[src/rtl/mbus_pkg.sv]
package mbus_pkg;
  typedef enum logic [1:0] {
    PH_ADDR0 = 2'd0,
    PH_ADDR1 = 2'd1,
    PH_DATA0 = 2'd2,
    PH_DATA1 = 2'd3
  } phase_t;
endpackage

[src/rtl/mbus_seq.sv]
module mbus_seq
  import mbus_pkg::*;
#(
  parameter int HI_W = 8
) (
  input  logic            clk,
  input  logic            rst,
  input  logic            req,
  input  logic [HI_W-1:0] req_hi,
  input  logic            page_mode,
  output logic            busy,
  output phase_t          phase,
  output logic            take,
  output logic            hit,
  output logic            last
);
  logic [HI_W-1:0] cur_hi;

  assign last = busy && (phase == PH_DATA1);
  assign take = req && (!busy || last);
  assign hit  = take && last && page_mode && (req_hi == cur_hi);

  always_ff @(posedge clk) begin
    if (rst) begin
      busy   <= 1'b0;
      phase  <= PH_ADDR0;
      cur_hi <= '0;
    end else if (take) begin
      busy   <= 1'b1;
      phase  <= hit ? PH_DATA0 : PH_ADDR0;
      cur_hi <= req_hi;
    end else if (last) begin
      busy  <= 1'b0;
      phase <= PH_ADDR0;
    end else if (busy) begin
      phase <= phase_t'(phase + 2'd1);
    end
  end

  // the address phase always hands over to the data phase
  addr_to_data_chk: assert property (@(posedge clk) disable iff (rst)
    (busy && phase == PH_ADDR1) |=> (busy && phase == PH_DATA0));

  // a cycle ending with no new request returns to idle
  end_idle_chk: assert property (@(posedge clk) disable iff (rst)
    (last && !req) |=> !busy);
endmodule

[src/rtl/mbus_ale_shaper.sv]
module mbus_ale_shaper (
  input  logic clk,
  input  logic rst,
  input  logic ale_rise,
  input  logic ale_end,
  input  logic cut_next,
  output logic ale
);
  logic ale_pos;
  logic ale_cut;

  always_ff @(posedge clk) begin
    if (rst)           ale_pos <= 1'b0;
    else if (ale_rise) ale_pos <= 1'b1;
    else if (ale_end)  ale_pos <= 1'b0;
  end

  // falling-edge flop trims the pulse by half a clock
  always_ff @(negedge clk) begin
    if (rst) ale_cut <= 1'b0;
    else     ale_cut <= cut_next;
  end

  assign ale = ale_pos & ~ale_cut;
endmodule

[src/rtl/mbus_capture.sv]
module mbus_capture #(
  parameter int DATA_W = 8
) (
  input  logic              clk,
  input  logic              rst,
  input  logic              strobe,
  input  logic [DATA_W-1:0] port_in,
  output logic              rd_valid,
  output logic [DATA_W-1:0] rd_data
);
  always_ff @(posedge clk) begin
    if (rst) begin
      rd_valid <= 1'b0;
      rd_data  <= '0;
    end else begin
      rd_valid <= strobe;
      if (strobe) rd_data <= port_in;
    end
  end


  valid_pulse_chk: assert property (@(posedge clk) disable iff (rst)
    rd_valid |=> !rd_valid);
endmodule

[src/rtl/mux_bus_ctrl.sv]
module mux_bus_ctrl
  import mbus_pkg::*;
#(
  parameter int ADDR_W = 16,
  parameter int DATA_W = 8
) (
  input  logic                     clk,
  input  logic                     rst,
  input  logic                     fetch_req,
  input  logic [ADDR_W-1:0]        fetch_addr,
  input  logic                     page_mode,
  input  logic [DATA_W-1:0]        port_in,
  output logic                     ale,
  output logic                     psen_n,
  output logic [DATA_W-1:0]        port_out,
  output logic                     port_oe,
  output logic [ADDR_W-DATA_W-1:0] addr_hi,
  output logic                     rd_valid,
  output logic [DATA_W-1:0]        rd_data
);
  localparam int HI_W = ADDR_W - DATA_W;

  logic   busy, take, hit, last;
  phase_t phase;
  logic   full_start, addr_done;

  mbus_seq #(.HI_W(HI_W)) u_seq (
    .clk(clk), .rst(rst), .req(fetch_req),
    .req_hi(fetch_addr[ADDR_W-1:DATA_W]), .page_mode(page_mode),
    .busy(busy), .phase(phase), .take(take), .hit(hit), .last(last)
  );

  assign full_start = take && !hit;
  assign addr_done  = busy && (phase == PH_ADDR1);

  mbus_ale_shaper u_ale (
    .clk(clk), .rst(rst), .ale_rise(full_start), .ale_end(addr_done),
    .cut_next(addr_done), .ale(ale)
  );

  mbus_capture #(.DATA_W(DATA_W)) u_cap (
    .clk(clk), .rst(rst), .strobe(last), .port_in(port_in),
    .rd_valid(rd_valid), .rd_data(rd_data)
  );

  always_ff @(posedge clk) begin
    if (rst) begin
      psen_n   <= 1'b1;
      port_oe  <= 1'b0;
      port_out <= '0;
      addr_hi  <= '0;
    end else begin
      if (take) addr_hi <= fetch_addr[ADDR_W-1:DATA_W];
      if (full_start) begin
        port_oe  <= 1'b1;
        port_out <= fetch_addr[DATA_W-1:0];
        psen_n   <= 1'b1;
      end else if (hit) begin
        psen_n <= 1'b0;
      end else if (addr_done) begin
        port_oe <= 1'b0;
        psen_n  <= 1'b0;
      end else if (last) begin
        psen_n <= 1'b1;
      end
    end
  end


  no_contention_chk: assert property (@(posedge clk) disable iff (rst)
    !psen_n |-> !port_oe);


  ale_psen_excl_chk: assert property (@(posedge clk) disable iff (rst)
    ale |-> psen_n);


  reset_idle_chk: assert property (@(posedge clk)
    rst |=> (psen_n && !port_oe && !rd_valid));
endmodule

[config.mk]
export PLATFORM = sky130hd
export DESIGN_NAME = mux_bus_ctrl
export DESIGN_NICKNAME = d
export VERILOG_FILES = /design/src/rtl/mbus_pkg.sv /design/src/rtl/mbus_seq.sv /design/src/rtl/mbus_ale_shaper.sv /design/src/rtl/mbus_capture.sv /design/src/rtl/mux_bus_ctrl.sv
export SDC_FILE = /design/constraint.sdc
export NUM_CORES = 1
export LEC_CHECK = 0
export CAP_MARGIN = 10
export CORE_ASPECT_RATIO = 1.2
export CORE_MARGIN = 2
export CORE_UTILIZATION = 40
export CTS_CLUSTER_SIZE = 14
export DETAILED_ROUTE_END_ITERATION = 8
export GPL_TIMING_DRIVEN = 0
export MAX_ROUTING_LAYER = met4
export PLACE_DENSITY = 0.73
export SETUP_SLACK_MARGIN = 0.1
export SYNTH_ARGS = -nofsm -noshare
export SYNTH_HDL_FRONTEND = slang
export SYNTH_SLANG_ARGS = --single-unit
[constraint.sdc]
create_clock -name clk -period 2.3 [get_ports clk]
set_input_delay 0.46 -clock clk [delete_from_list [all_inputs] [get_ports clk]]
set_output_delay 0.46 -clock clk [all_outputs]
set_load 0.02 [all_outputs]
# After elaboration in Yosys (flattened, before gate mapping)
# Cells that the tools add are included.
# totals
reg_bits	32
latch_bits	0
mem_bits_rw	0
mem_bits_ro	0
inputBits	28
out_inout_bits	28
elab_cells	46
mem_count	0
# op_classes
addsub	1
mul	0
div	0
order_cmp	0
eq_ne	4
shift	0
n_mux	13
n_bitwise	2
reduce_logical	16
# ops
operator	count
$mux 1	9
$eq 8x8->1	1
$mux 2	4
$logic_and 1x1->1	7
$reduce_bool 3->1	2
$reduce_bool 2->1	2
$add 2x1->2 const B	1
$eq 2x1->1 const B	1
$eq 2x2->1 const B	1
$logic_not 1->1	2
$ne 2x1->1 const B	1
$reduce_and 2->1	1
$reduce_or 2->1	1
$and 1x1->1	1
$logic_or 1x1->1	1
$not 1->1	1

# Logic depth before layout (Yosys ltp)
# depth
ltp_word	11
depth_mapped	7
ltp_nobuf	6

# Modules after synthesis
# From an unflattened synthesis, not the netlist that was laid out.
# unflattened
cells_unflattened	172
area_unflattened_um2	1594.0
# modules_own_cells
module	instances	cells_per_inst	area_per_inst_um2
mux_bus_ctrl	1	71	671.9
mbus_seq	1	65	534.3
mbus_capture	1	28	312.8
mbus_ale_shaper	1	8	75.1

==> metrics.txt <==
maximum number of pins on one net before global-route repair=11; clock network latency to the later pin of the worst-skew pair=around 0.33 ns; combined area of all synthesized cells=roughly 0.0016 sq mm; Cell Chain, Critical Path=nor2b_1 > buf_4; final routed DRC violation total=0; data arrival time at the worst-slack endpoint=2.01 ns; number of endpoints failing setup at the final stage=1; effective utilization at floorplan=a little over two fifths; iteration count of the initial detailed-routing pass=4; # diodes=0; fraction of power consumed by sequential logic=~42%; reported net switching power=approximately 0.38 mW; final instance count without filler cells=roughly 310; number of CTS-inserted buffers=5; top fanout value on the critical path=1; clock transition at the registers of the reported paths=about 0.07 ns; category of the worst setup path capture point=primary output; WL/cell=about 14 um; unique cell type count in the Yosys netlist=32; DRT iter0 DRCs=a little over 80; synthesized flop and latch total=32; DIE HEIGHT=roughly 73 um; type of the worst min-delay path=flop to flop; number of antenna-violating nets in the routed design=0; fraction of power consumed by the clock network=between 30% and 40%; critical path class=flop to primary output; net switching fraction of the power=a little over a quarter; worst clock skew on the final layout=slightly below 0.06 ns; reg-to-reg setup timing slack=0.33 ns; unrepaired setup endpoints after global routing=true; routed wire length=roughly 4200 um; maximum resistive drop on vdd=between 0.4 and 0.5 mV; I/O pin count=56; yosys warns=0; sequential fraction of the synthesis area=about two fifths; max incr delay on CP=0.29 ns; Avg Cell Area, Syn=a little over 8 sq um; core box area=around 0.0037 sq mm; transition time of the tightest slew-check pin=0.663 ns; via/cell ratio=5.19; clock tree from TritonCTS=built; Critical Path RT=about 1.8 ns; violated checks=setup timing; cell with the largest stage delay on the worst path=sky130_fd_sc_hd__dfxtp_1; Die Wd=roughly 61 um; wire length of the first global-routing pass=between 6000 and 7000 um; gr usage total=20.9%; final total power=roughly 1.4 mW; clock root buffer=sky130_fd_sc_hd__clkbuf_8; status=complete, but fails checks; Worst Setup Slack, final=-0.166 ns; fin. max-slew vios=0; leftover overflow at the end of global routing=0; DP HPWL=between 2000 and 3000 um; Core Rows=24; Internal Dissipation=about 1.1 mW; # H-tree levels=2; count of max-cap constraint violations=0; area growth from synthesis to layout=48.2%; number of global-route vias before repair=about 1,500; final weighted congestion of routability-driven global placement=about 0.8; antenna violations before repair=0; pwr/cell area=620 mW/mm^2; die footprint=about 0.0044 sq mm; final count of hold timing violations=0; cts hold-fix bufs=0; Post-Synthesis Cells=191; clock tree buffer depth=2; layout cell share with drive strength beyond 1=roughly an eighth; # port buffers=55; Slew headroom=between 50% and 60%; power share of the combinational group=20.6%; Static Leak=between 0.8 and 0.9 nW; TritonCTS sink count=32; launching element type of the critical path=flop; Post-layout nets=~290; number of vias in the routed layout=around 1,600; number of placed instances, taps included=around 300; synthesized netlist net count=~220
[worst paths after layout]
check | endpoint | cells after the start | startpoint
min | u_cap.rd_data[0]$_SDFFE_PP0P_ | 2 | u_cap.rd_data[0]$_SDFFE_PP0P_
max reg2reg | u_ale.ale_cut$_SDFF_NP0_ | 4 | u_seq.phase[1]$_SDFFE_PP0P_
max | ale | 2 | u_ale.ale_cut$_SDFF_NP0_
min reg2reg | u_cap.rd_data[0]$_SDFFE_PP0P_ | 2 | u_cap.rd_data[0]$_SDFFE_PP0P_
[power by group through the flow]
stage / Clock, mW / Sequential [mW] / Combinational, mW
2_1_floorplan: 0.00544 / 0.650 / 0.120
3_3_place_gp: 0.00544 / 0.618 / 0.291
3_5_place_dp: 0.00544 / 0.619 / 0.293
4_1_cts: 0.546 / 0.607 / 0.295
5_1_grt: 0.570 / 0.611 / 0.323
6_report: 0.534 / 0.607 / 0.297
[cell type report]
type | instances | area, sq um
Fill cell | 360 | 1370
Sequential cell | 32 | 641
Multi-Input combinational cell | 142 | 860
Timing Repair Buffer | 57 | 562
Buffer | 13 | 70.1
Clock buffer | 6 | 72.6
Clock inverter | 3 | 38.8
Tap cell | 52 | 65.1
Inverter | 3 | 11.3
[routing by layer]
layer | part of all wire, % | GRT usage [%] | vias to the layer above | wire length, um
met5 | 0 | - | - | 0
met4 | 1.3 | 6.52 | 0 | 56
met3 | 6.2 | 6.06 | 6 | 259
met2 | 47 | 32.2 | 55 | 1970
met1 | 45 | 26.2 | 729 | 1890
li1 | - | - | 810 | -
[timing repair]
item / 4_1_cts / 5_1_grt
setup buffers: 0 / 2
pin swaps: 0 / 1
gates cloned: 0 / 0
endpoints found under the hold margin: 0 / 0
resized for setup: 9 / 1
endpoints found under the setup margin: 2 / 4
[stage by stage]
| stage | cell area [sq um] | setup TNS [ns] | setup slack (ns) | utilization, % | hold slack (ns) |
|---|---|---|---|---|---|
| after CTS | 2300 | -0.177 | -0.177 | 62.2 | 0.455 |
| after global routing | 2320 | -0.239 | -0.239 | 62.8 | 0.475 |
| final | 2320 | -0.166 | -0.166 | 62.8 | 0.454 |
| after global placement | 2180 | -1.58 | -0.609 | 59.1 | 0.441 |
| after detailed placement | 2180 | -1.52 | -0.619 | 59.1 | 0.449 |
| after floorplan | 1570 | 0 | 0.101 | - | 0.461 |
[flip-flops by register name, summed over array words and instances (netlist names)]
register,count
psen_n,1
u_seq.cur_hi,8
u_seq.phase,2
u_ale.ale_pos,1
u_cap.rd_data,8
port_out,8
u_seq.busy,1
u_ale.ale_cut,1
u_cap.rd_valid,1
port_oe,1
[synthesized netlist by cell type]
cell | instances | share of area (%)
sky130_fd_sc_hd__nand2_1 | 46 | 11
sky130_fd_sc_hd__dfxtp_1 | 32 | 41
sky130_fd_sc_hd__a21oi_1 | 18 | 5.8
sky130_fd_sc_hd__nand4_1 | 18 | 7.2
sky130_fd_sc_hd__nor2b_1 | 10 | 4.0
sky130_fd_sc_hd__o2111ai_1 | 8 | 4.5
sky130_fd_sc_hd__or4b_2 | 8 | 5.1
sky130_fd_sc_hd__xor2_1 | 7 | 3.9
sky130_fd_sc_hd__buf_2 | 6 | 1.9
sky130_fd_sc_hd__nor2_1 | 6 | 1.4
sky130_fd_sc_hd__clkbuf_1 | 4 | 0.96
sky130_fd_sc_hd__buf_1 | 3 | 0.72
sky130_fd_sc_hd__inv_1 | 3 | 0.72
sky130_fd_sc_hd__and2_1 | 2 | 0.80
sky130_fd_sc_hd__ha_1 | 2 | 1.6
sky130_fd_sc_hd__o21ai_0 | 2 | 0.64
sky130_fd_sc_hd__a211oi_1 | 1 | 0.48
sky130_fd_sc_hd__a21o_1 | 1 | 0.48
sky130_fd_sc_hd__a32o_1 | 1 | 0.64
sky130_fd_sc_hd__clkinv_1 | 1 | 0.24
sky130_fd_sc_hd__nand2b_1 | 1 | 0.40
sky130_fd_sc_hd__nand3_1 | 1 | 0.32
sky130_fd_sc_hd__nand4_2 | 1 | 0.80
sky130_fd_sc_hd__nor3_1 | 1 | 0.32
sky130_fd_sc_hd__nor3_2 | 1 | 0.64
sky130_fd_sc_hd__nor3b_1 | 1 | 0.48
sky130_fd_sc_hd__nor4b_4 | 1 | 1.5
sky130_fd_sc_hd__o211ai_1 | 1 | 0.48
sky130_fd_sc_hd__or2_2 | 1 | 0.40
sky130_fd_sc_hd__or3_1 | 1 | 0.40
sky130_fd_sc_hd__or4b_1 | 1 | 0.64
sky130_fd_sc_hd__xnor2_1 | 1 | 0.56
[cell usage in the layout (no fill, tap or decap), types with 3 or more instances in the layout]
| master | n |
|---|---|
| sky130_fd_sc_hd__inv_1 | 3 |
| sky130_fd_sc_hd__buf_2 | 6 |
| sky130_fd_sc_hd__or4b_2 | 8 |
| sky130_fd_sc_hd__nand4_1 | 18 |
| sky130_fd_sc_hd__dfxtp_1 | 32 |
| sky130_fd_sc_hd__nor2b_1 | 10 |
| sky130_fd_sc_hd__clkdlybuf4s50_1 | 53 |
| sky130_fd_sc_hd__xor2_1 | 7 |
| sky130_fd_sc_hd__nor2_1 | 6 |
| sky130_fd_sc_hd__nand2_1 | 46 |
| sky130_fd_sc_hd__clkbuf_1 | 4 |
| sky130_fd_sc_hd__a21oi_1 | 18 |
| sky130_fd_sc_hd__o2111ai_1 | 8 |
| sky130_fd_sc_hd__buf_4 | 4 |
| sky130_fd_sc_hd__clkbuf_8 | 6 |
[cell families (layout without fill, tap and decap cells)]
group           after synthesis  in the layout  share of synthesized area, %
simple gates                100            100                          35.5
flops                        32             32                          40.9
buf+inv                      17             82                          4.56
xor+xnor                      8              8                          4.48
compound gates               32             32                          13.0
fa+ha+maj                     2              2                          1.60
[worst max-delay path, delay by kind of cell, from the launching register on]
family	cells	cell delay [ns]
buf+inv	1	0.14
simple gates	1	0.09
flops	1	0.29
No activity file was read; power rests on OpenSTA's default activity.
